### src/rtl/wev_pkg.sv
package wev_pkg;

  typedef enum logic [1:0] {
    SMP_OFF  = 2'd0,
    SMP_SLOW = 2'd1,
    SMP_MID  = 2'd2,
    SMP_FAST = 2'd3
  } smp_mode_e;

  // level the filter idles at so that enabling never yields an event
  function automatic logic idle_level(input logic pol);
    return ~pol;
  endfunction

  // raw clear condition, independent of any clock
  function automatic logic clear_active(input logic en, input logic clr,
                                        input logic pol, input logic pin);
    return clr & en & (pin == pol);
  endfunction

  // event when the new filtered level equals the active polarity
  function automatic logic is_active_edge(input logic old_lvl, input logic new_lvl,
                                          input logic pol);
    return (old_lvl != new_lvl) && (new_lvl == pol);
  endfunction

endpackage

### src/rtl/wev_sync.sv
module wev_sync #(
  parameter int STAGES = 2,
  parameter logic RST_VAL = 1'b1
) (
  input  logic clk,
  input  logic rst_n,
  input  logic d,
  output logic q
);
  logic [STAGES-1:0] chain;

  always_ff @(posedge clk or negedge rst_n) begin
    if (!rst_n) chain <= {STAGES{RST_VAL}};
    else        chain <= {chain[STAGES-2:0], d};
  end

  assign q = chain[STAGES-1];
endmodule

### src/rtl/wev_tick_sel.sv
module wev_tick_sel
  import wev_pkg::*;
(
  input  logic [1:0] mode,
  input  logic       tick_slow,
  input  logic       tick_mid,
  input  logic       tick_fast,
  output logic       run,
  output logic       samp_tick
);
  smp_mode_e m;
  assign m = smp_mode_e'(mode);

  always_comb begin
    unique case (m)
      SMP_SLOW: samp_tick = tick_slow;
      SMP_MID:  samp_tick = tick_mid;
      SMP_FAST: samp_tick = tick_fast;
      default:  samp_tick = 1'b0;
    endcase
  end

  assign run = (m != SMP_OFF);
endmodule

### src/rtl/wev_filter.sv
module wev_filter
  import wev_pkg::*;
#(
  parameter int CONFIRM = 2
) (
  input  logic clk,
  input  logic rst_n,
  input  logic run,
  input  logic samp_tick,
  input  logic din,
  input  logic pol,
  output logic filt,
  output logic accept,
  output logic new_lvl
);
  localparam int HW = CONFIRM - 1;

  logic [HW-1:0]      hist;
  logic [CONFIRM-1:0] window;
  logic               all_hi, all_lo;

  assign window  = {hist, din};
  assign all_hi  = &window;
  assign all_lo  = ~|window;
  assign new_lvl = all_hi;
  assign accept  = run && samp_tick && (all_hi || all_lo) && (all_hi != filt);

  always_ff @(posedge clk or negedge rst_n) begin
    if (!rst_n) begin
      hist <= {HW{1'b1}};
      filt <= 1'b1;
    end else if (!run) begin
      hist <= {HW{idle_level(pol)}};
      filt <= idle_level(pol);
    end else if (samp_tick) begin
      hist <= window[HW-1:0];
      if (accept) filt <= new_lvl;
    end
  end
endmodule

### src/rtl/wake_evt_detect.sv
module wake_evt_detect
  import wev_pkg::*;
#(
  parameter int SYNC_STAGES   = 2,
  parameter int CONFIRM_TICKS = 2
) (
  input  logic       clk,
  input  logic       rst_n,
  input  logic       wake_pin,
  input  logic       ctl_in_en,
  input  logic       ctl_polarity,
  input  logic       ctl_clr_en,
  input  logic [1:0] ctl_mode,
  input  logic       tick_slow,
  input  logic       tick_mid,
  input  logic       tick_fast,
  output logic       evt_pulse,
  output logic       gp_clear_req,
  output logic       filt_level
);
  logic gated_pin;
  logic synced;
  logic run;
  logic samp_tick;
  logic accept;
  logic new_lvl;
  logic edge_hit;

  assign gated_pin = ctl_in_en ? wake_pin : 1'b1;

  wev_sync #(.STAGES(SYNC_STAGES), .RST_VAL(1'b1)) u_sync (
    .clk(clk), .rst_n(rst_n), .d(gated_pin), .q(synced)
  );

  wev_tick_sel u_tick (
    .mode(ctl_mode), .tick_slow(tick_slow), .tick_mid(tick_mid),
    .tick_fast(tick_fast), .run(run), .samp_tick(samp_tick)
  );

  wev_filter #(.CONFIRM(CONFIRM_TICKS)) u_filt (
    .clk(clk), .rst_n(rst_n), .run(run), .samp_tick(samp_tick),
    .din(synced), .pol(ctl_polarity), .filt(filt_level),
    .accept(accept), .new_lvl(new_lvl)
  );

  assign edge_hit = accept && is_active_edge(filt_level, new_lvl, ctl_polarity);

  always_ff @(posedge clk or negedge rst_n) begin
    if (!rst_n) evt_pulse <= 1'b0;
    else        evt_pulse <= edge_hit;
  end

  assign gp_clear_req = clear_active(ctl_in_en, ctl_clr_en, ctl_polarity, wake_pin);
endmodule

### config.mk
export PLATFORM = sky130hd
export DESIGN_NAME = wake_evt_detect
export DESIGN_NICKNAME = d
export VERILOG_FILES = /design/src/rtl/wev_pkg.sv /design/src/rtl/wev_sync.sv /design/src/rtl/wev_tick_sel.sv /design/src/rtl/wev_filter.sv /design/src/rtl/wake_evt_detect.sv
export SDC_FILE = /design/constraint.sdc
export NUM_CORES = 1
export LEC_CHECK = 0
export ABC_CLOCK_PERIOD_IN_PS = 1400
export CORE_AREA = 2 2 39 41
export CTS_BUF_LIST = sky130_fd_sc_hd__clkbuf_4 sky130_fd_sc_hd__clkbuf_8
export CTS_CLUSTER_DIAMETER = 60
export DETAILED_ROUTE_END_ITERATION = 10
export DIE_AREA = 0 0 41 43
export DONT_BUFFER_PORTS = 1
export GPL_ROUTABILITY_DRIVEN = 0
export HOLD_SLACK_MARGIN = 0.03
export PLACE_DENSITY = 0.37
export SLEW_MARGIN = 30
export SYNTH_ARGS = -nofsm -noshare
export SYNTH_HDL_FRONTEND = slang
export SYNTH_SLANG_ARGS = --single-unit
### constraint.sdc
create_clock -name clk -period 1.4 [get_ports clk]
set_input_delay 0.28 -clock clk [delete_from_list [all_inputs] [get_ports clk]]
set_output_delay 0.28 -clock clk [all_outputs]
set_load 0.005 [all_outputs]
==> After elaboration in Yosys (flattened, before gate mapping) <==
Index checks and enable logic that the tools add are counted.
{ "classes": {"bitwise": 3, "eq_ne": 9, "n_reduce_logical": 11, "mux": 7} }
{ "op_table": {"columns": ["operator", "count"], "rows": [
  ["$mux 1", 6],
  ["$logic_and 1x1->1", 5],
  ["$eq 2x2->1 const B", 2],
  ["$ne 2x2->1 const B", 2],
  ["$reduce_and 2->1", 2],
  ["$pmux 1 s3", 1],
  ["$and 1x1->1", 2],
  ["$eq 1x1->1", 2],
  ["$eq 2x1->1 const B", 1],
  ["$ne 1x1->1", 2],
  ["$reduce_bool 2->1", 1],
  ["$reduce_or 2->1", 1],
  ["$logic_not 1->1", 1],
  ["$logic_or 1x1->1", 1],
  ["$not 1->1", 1]
]} }
{ "totals": {"elab_cells": 34, "register_bits": 5, "output_inout_bits": 3} }

==> Logic depth before layout (Yosys ltp) <==
{ "logic_depth": {"word_depth": 8, "depth_mapped": 4, "depth_no_buf": 4} }

==> Cells and area by module <==
From an unflattened synthesis, not the netlist that was laid out.
{ "hier_totals": {"hier_cells": 25, "hier_area_um2": 286.5} }
{ "modules_own_cells": {"columns": ["module", "cells_each", "area_each_um2", "instances"], "rows": [
  ["wev_filter", 12, 133.9, 1],
  ["wake_evt_detect", 7, 70.1, 1],
  ["wev_sync", 2, 52.6, 1],
  ["wev_tick_sel", 4, 30.0, 1]
]} }

==> Least setup slack after synthesis <==
No wires, ideal clock.
{ "synth_path": {"path_type": "register -> register", "startpoint": "register u_sync.chain[1]", "endpoint": "register u_filt.filt", "synth_period_minus_slack_ps": 1317, "required_ps": 1302, "n_path_buf": 0, "t_arrival_ps": 1218, "stages_incl_launch_ff": 4, "path_slack_ps": 83, "path_cell_list": "dfstp_2 -> ha_1 -> a211o_1 -> a221oi_1"} }
{ "synth_between": {"elab_chain_cells": 7} }
{ "synth_rtl": {"columns": ["element", "line", "text"], "rows": [
  ["from (decl)", "wev_sync.sv:10", "logic [STAGES-1:0] chain;"],
  ["from (signal assigned)", "wev_sync.sv:13", "if (!rst_n) chain <= {STAGES{RST_VAL}};"],
  ["from (signal assigned)", "wev_sync.sv:14", "else chain <= {chain[STAGES-2:0], d};"],
  ["$reduce_or 2->1", "wev_filter.sv:24", "assign all_lo = ~|window;"],
  ["$logic_not 1->1", "wev_filter.sv:24", null],
  ["$logic_or 1x1->1", "wev_filter.sv:26", "assign accept = run && samp_tick && (all_hi || all_lo) && (all_hi != filt);"],
  ["$logic_and 1x1->1 (2 in a row)", "wev_filter.sv:26", null],
  ["$ne 2x2->1 (no line)", null, null],
  ["$reduce_and 2->1 (no line)", null, null],
  ["to (signal assigned)", "wev_filter.sv:34", "filt <= idle_level(pol);"],
  ["to (signal assigned)", "wev_filter.sv:37", "if (accept) filt <= new_lvl;"],
  ["to (decl)", "wev_filter.sv:12", "output logic filt,"]
]} }
Several ways; a longest one is shown, not always the timed one. The select of a mux whose other input is x is not followed.
A chain may end at the register's enable or synchronous reset.

==> Worst setup path in the final report <==
Ends and elaborated chain as after synthesis.

==> impl_metrics.env <==
export IMPL_hold_depth=1
export IMPL_drt_iter0_drc=0
export IMPL_placedCellCount=40
export IMPL_portBuffers=0
export IMPL_powerDensity_mw_per_mm2=1274
export IMPL_outcome="finished clean"
export IMPL_setup_viol=0
export IMPL_ant_nets=0
export IMPL_maxSlewViolCount=0
export IMPL_seq_area_frac_synth=0.4815
export IMPL_busiest_layer="met4"
export IMPL_io_pins=14
export IMPL_hold_viol_final=0
export IMPL_hp_class="primary input to flip-flop"
export IMPL_clock_path_buffers=2
export IMPL_final_cells=45
export IMPL_cts_setup_buffers=0
export IMPL_vdd_drop_max_uv=372.2
export IMPL_syn_num_nets=36
export IMPL_worstHoldStart="ctl_in_en"
export IMPL_cts_tree="built"
export IMPL_min_period_over_period=0.9652
export IMPL_relSlewSlack=0.7003
export IMPL_start_kind="flip-flop"
export IMPL_synth_largest_area_cell="dfstp_2"
export IMPL_dieArea_mm2=0.001763
export IMPL_whs_ns=0.08138
export IMPL_end_kind="flip-flop"
export IMPL_detail_route_wl_per_cell_um=11.22
export IMPL_area_growth_pct=25.00
export IMPL_hold_path_end="u_sync.chain[0]"
export IMPL_ys_top_cells_by_area="dfstp_2 (39%), dfrtp_1 (9.3%), a21oi_1 (5.6%)"
export IMPL_cap_viol_max_count=0
export IMPL_start_util=0.1953
export IMPL_syn_inst=24
export IMPL_diodes=0
export IMPL_finalNetCount=42
export IMPL_rsz0062_at_grt="false"
export IMPL_worst_ep_required_time_ns=1.55
export IMPL_drcViolationCount=0
export IMPL_antenna_found_initial=0
export IMPL_yosysUniqueCellTypes=18
export IMPL_rr_startpoint="u_sync.chain[1]"
export IMPL_reg2reg_to="u_filt.filt"
export IMPL_grt_pass1_wl_um=759
export IMPL_track_usage=0.06963
export IMPL_drive_above_1_share=0.3793
export IMPL_clock_sinks=5
export IMPL_grt_use_met2=0.08438
export IMPL_vias=210
export IMPL_syn_area_um2=270.3
export IMPL_dp_slack_ns=0.002244
export IMPL_fp_dieW_um=41
export IMPL_synth_area_per_cell_um2=11.26
export IMPL_use_met3=0.01571
export IMPL_firstDrtPassIters=1
export IMPL_setup_ws_ns=0.04869
export IMPL_path_clk_slew_ns=0.04
export IMPL_period_minus_slack_ns=1.351
export IMPL_skew_ns=0.005046
export IMPL_timing_fmax_ghz=0.7400
export IMPL_critPathKind="flip-flop to flip-flop"
export IMPL_final_cell_mix="clkbuf_4 (4), dfstp_2 (4), a21oi_1 (3)"
export IMPL_cts_root_buf="clkbuf_4"
export IMPL_grt_pass1_vias=212
export IMPL_clock_latency_ns=0.24
export IMPL_numCtsBuffers=3
export IMPL_grt_max_degree=8
export IMPL_core_area_mm2=0.001384
export IMPL_worst_slew_pin_slew_ns=0.4485
export IMPL_rows=14
export IMPL_synth_seq_cells=5
export IMPL_routed_via_density=4.667
export IMPL_wl_um=505
export IMPL_rrSetupSlack_ns=0.05
export IMPL_synth_top_area_frac=0.3889
export IMPL_htree_levels=1
export IMPL_overflow=0
export IMPL_critPathMaxFanout=2
export IMPL_met1_usage=0.07843
export IMPL_r2r_cells=3
export IMPL_yosys_warnings=0
export IMPL_cp_arrival_ns=1.50
export IMPL_die_y_um=43
export IMPL_p_leak_nw=0.1315
Yosys cell counts (all sizes together):
master / number
a2111oi: 1
a211o: 2
a21oi: 3
a221oi: 1
and3: 1
dfrtp: 1
dfstp: 4
ha: 1
mux2i: 1
nand2: 1
nand2b: 1
nand3b: 1
nor2: 2
o21bai: 1
o311a: 1
or3b: 1
xnor2: 1
how the worst max path moves through the flow:
stage | start | end | slack [ns]
after floorplan | u_sync.chain[1] | u_filt.filt | 0.08
after global placement | u_sync.chain[1] | u_filt.filt | -0.02
after detailed placement | u_sync.chain[1] | u_filt.filt | 0.002
after CTS | u_sync.chain[1] | u_filt.filt | 0.03
after global routing | u_sync.chain[1] | u_filt.filt | 0.007
final | u_sync.chain[1] | u_filt.filt | 0.05
state kept, by name, indices dropped and copies added, names as in the netlist:
name and flops:
u_filt.hist 1, u_sync.chain 2, u_filt.filt 1, evt_pulse 1
worst max-delay path: stages (launching register included):
cell and delay (ns):
dfstp_2 0.53, ha_1 0.24, a211o_1 0.26, a221oi_2 0.24
final cells by class:
class	instances	area, um2
fill	152	1046
sequential	5	130.1
multi-input combinational	19	147.6
timing repair buffer	1	10.01
clock buffer	4	30.03
tap	16	20.02
timing repair:
item / CTS / global route
setup endpoints to repair: 1 / 0
endpoints found under the hold margin: 5 / 0
hold buffers: 1 / 0
gates resized for setup: 2 / 0
per-stage QoR:
stage                       util  power (mW)  area, um2  setup TNS [ns]
after floorplan                -      0.2287      270.3               0
after global placement    0.2098      0.2397      290.3        -0.01956
after detailed placement  0.2098      0.2401      290.3               0
after CTS                 0.2441      0.4436      337.8               0
after global routing      0.2441      0.4575      337.8               0
final                     0.2441      0.4305      337.8               0
routing by layer:
metal	wire [um]	vias up
met2	218	13
met3	60	0
met4	0	0
met1	226	92
met5	0	-
li1	-	105
kinds of logic after synthesis:
group	after synthesis	share of synthesized area
AOI/OAI and AO/OA	9	0.2546
and+or+nand+nor	7	0.1482
DFF	5	0.4815
xor gates and xnor gates	1	0.03241
muxes	1	0.03704
adders and majority gates	1	0.04629
where the power goes:
part	leakage [nW]	switching (mW)	total (mW)	internal [mW]
Sequential	0.0559	0.0117	0.182	0.171
Clock	0.0184	0.0565	0.183	0.127
Combinational	0.0572	0.0281	0.0645	0.0365
Total	0.131	0.0963	0.430	0.334
Power figures use the tool's default switching activity.
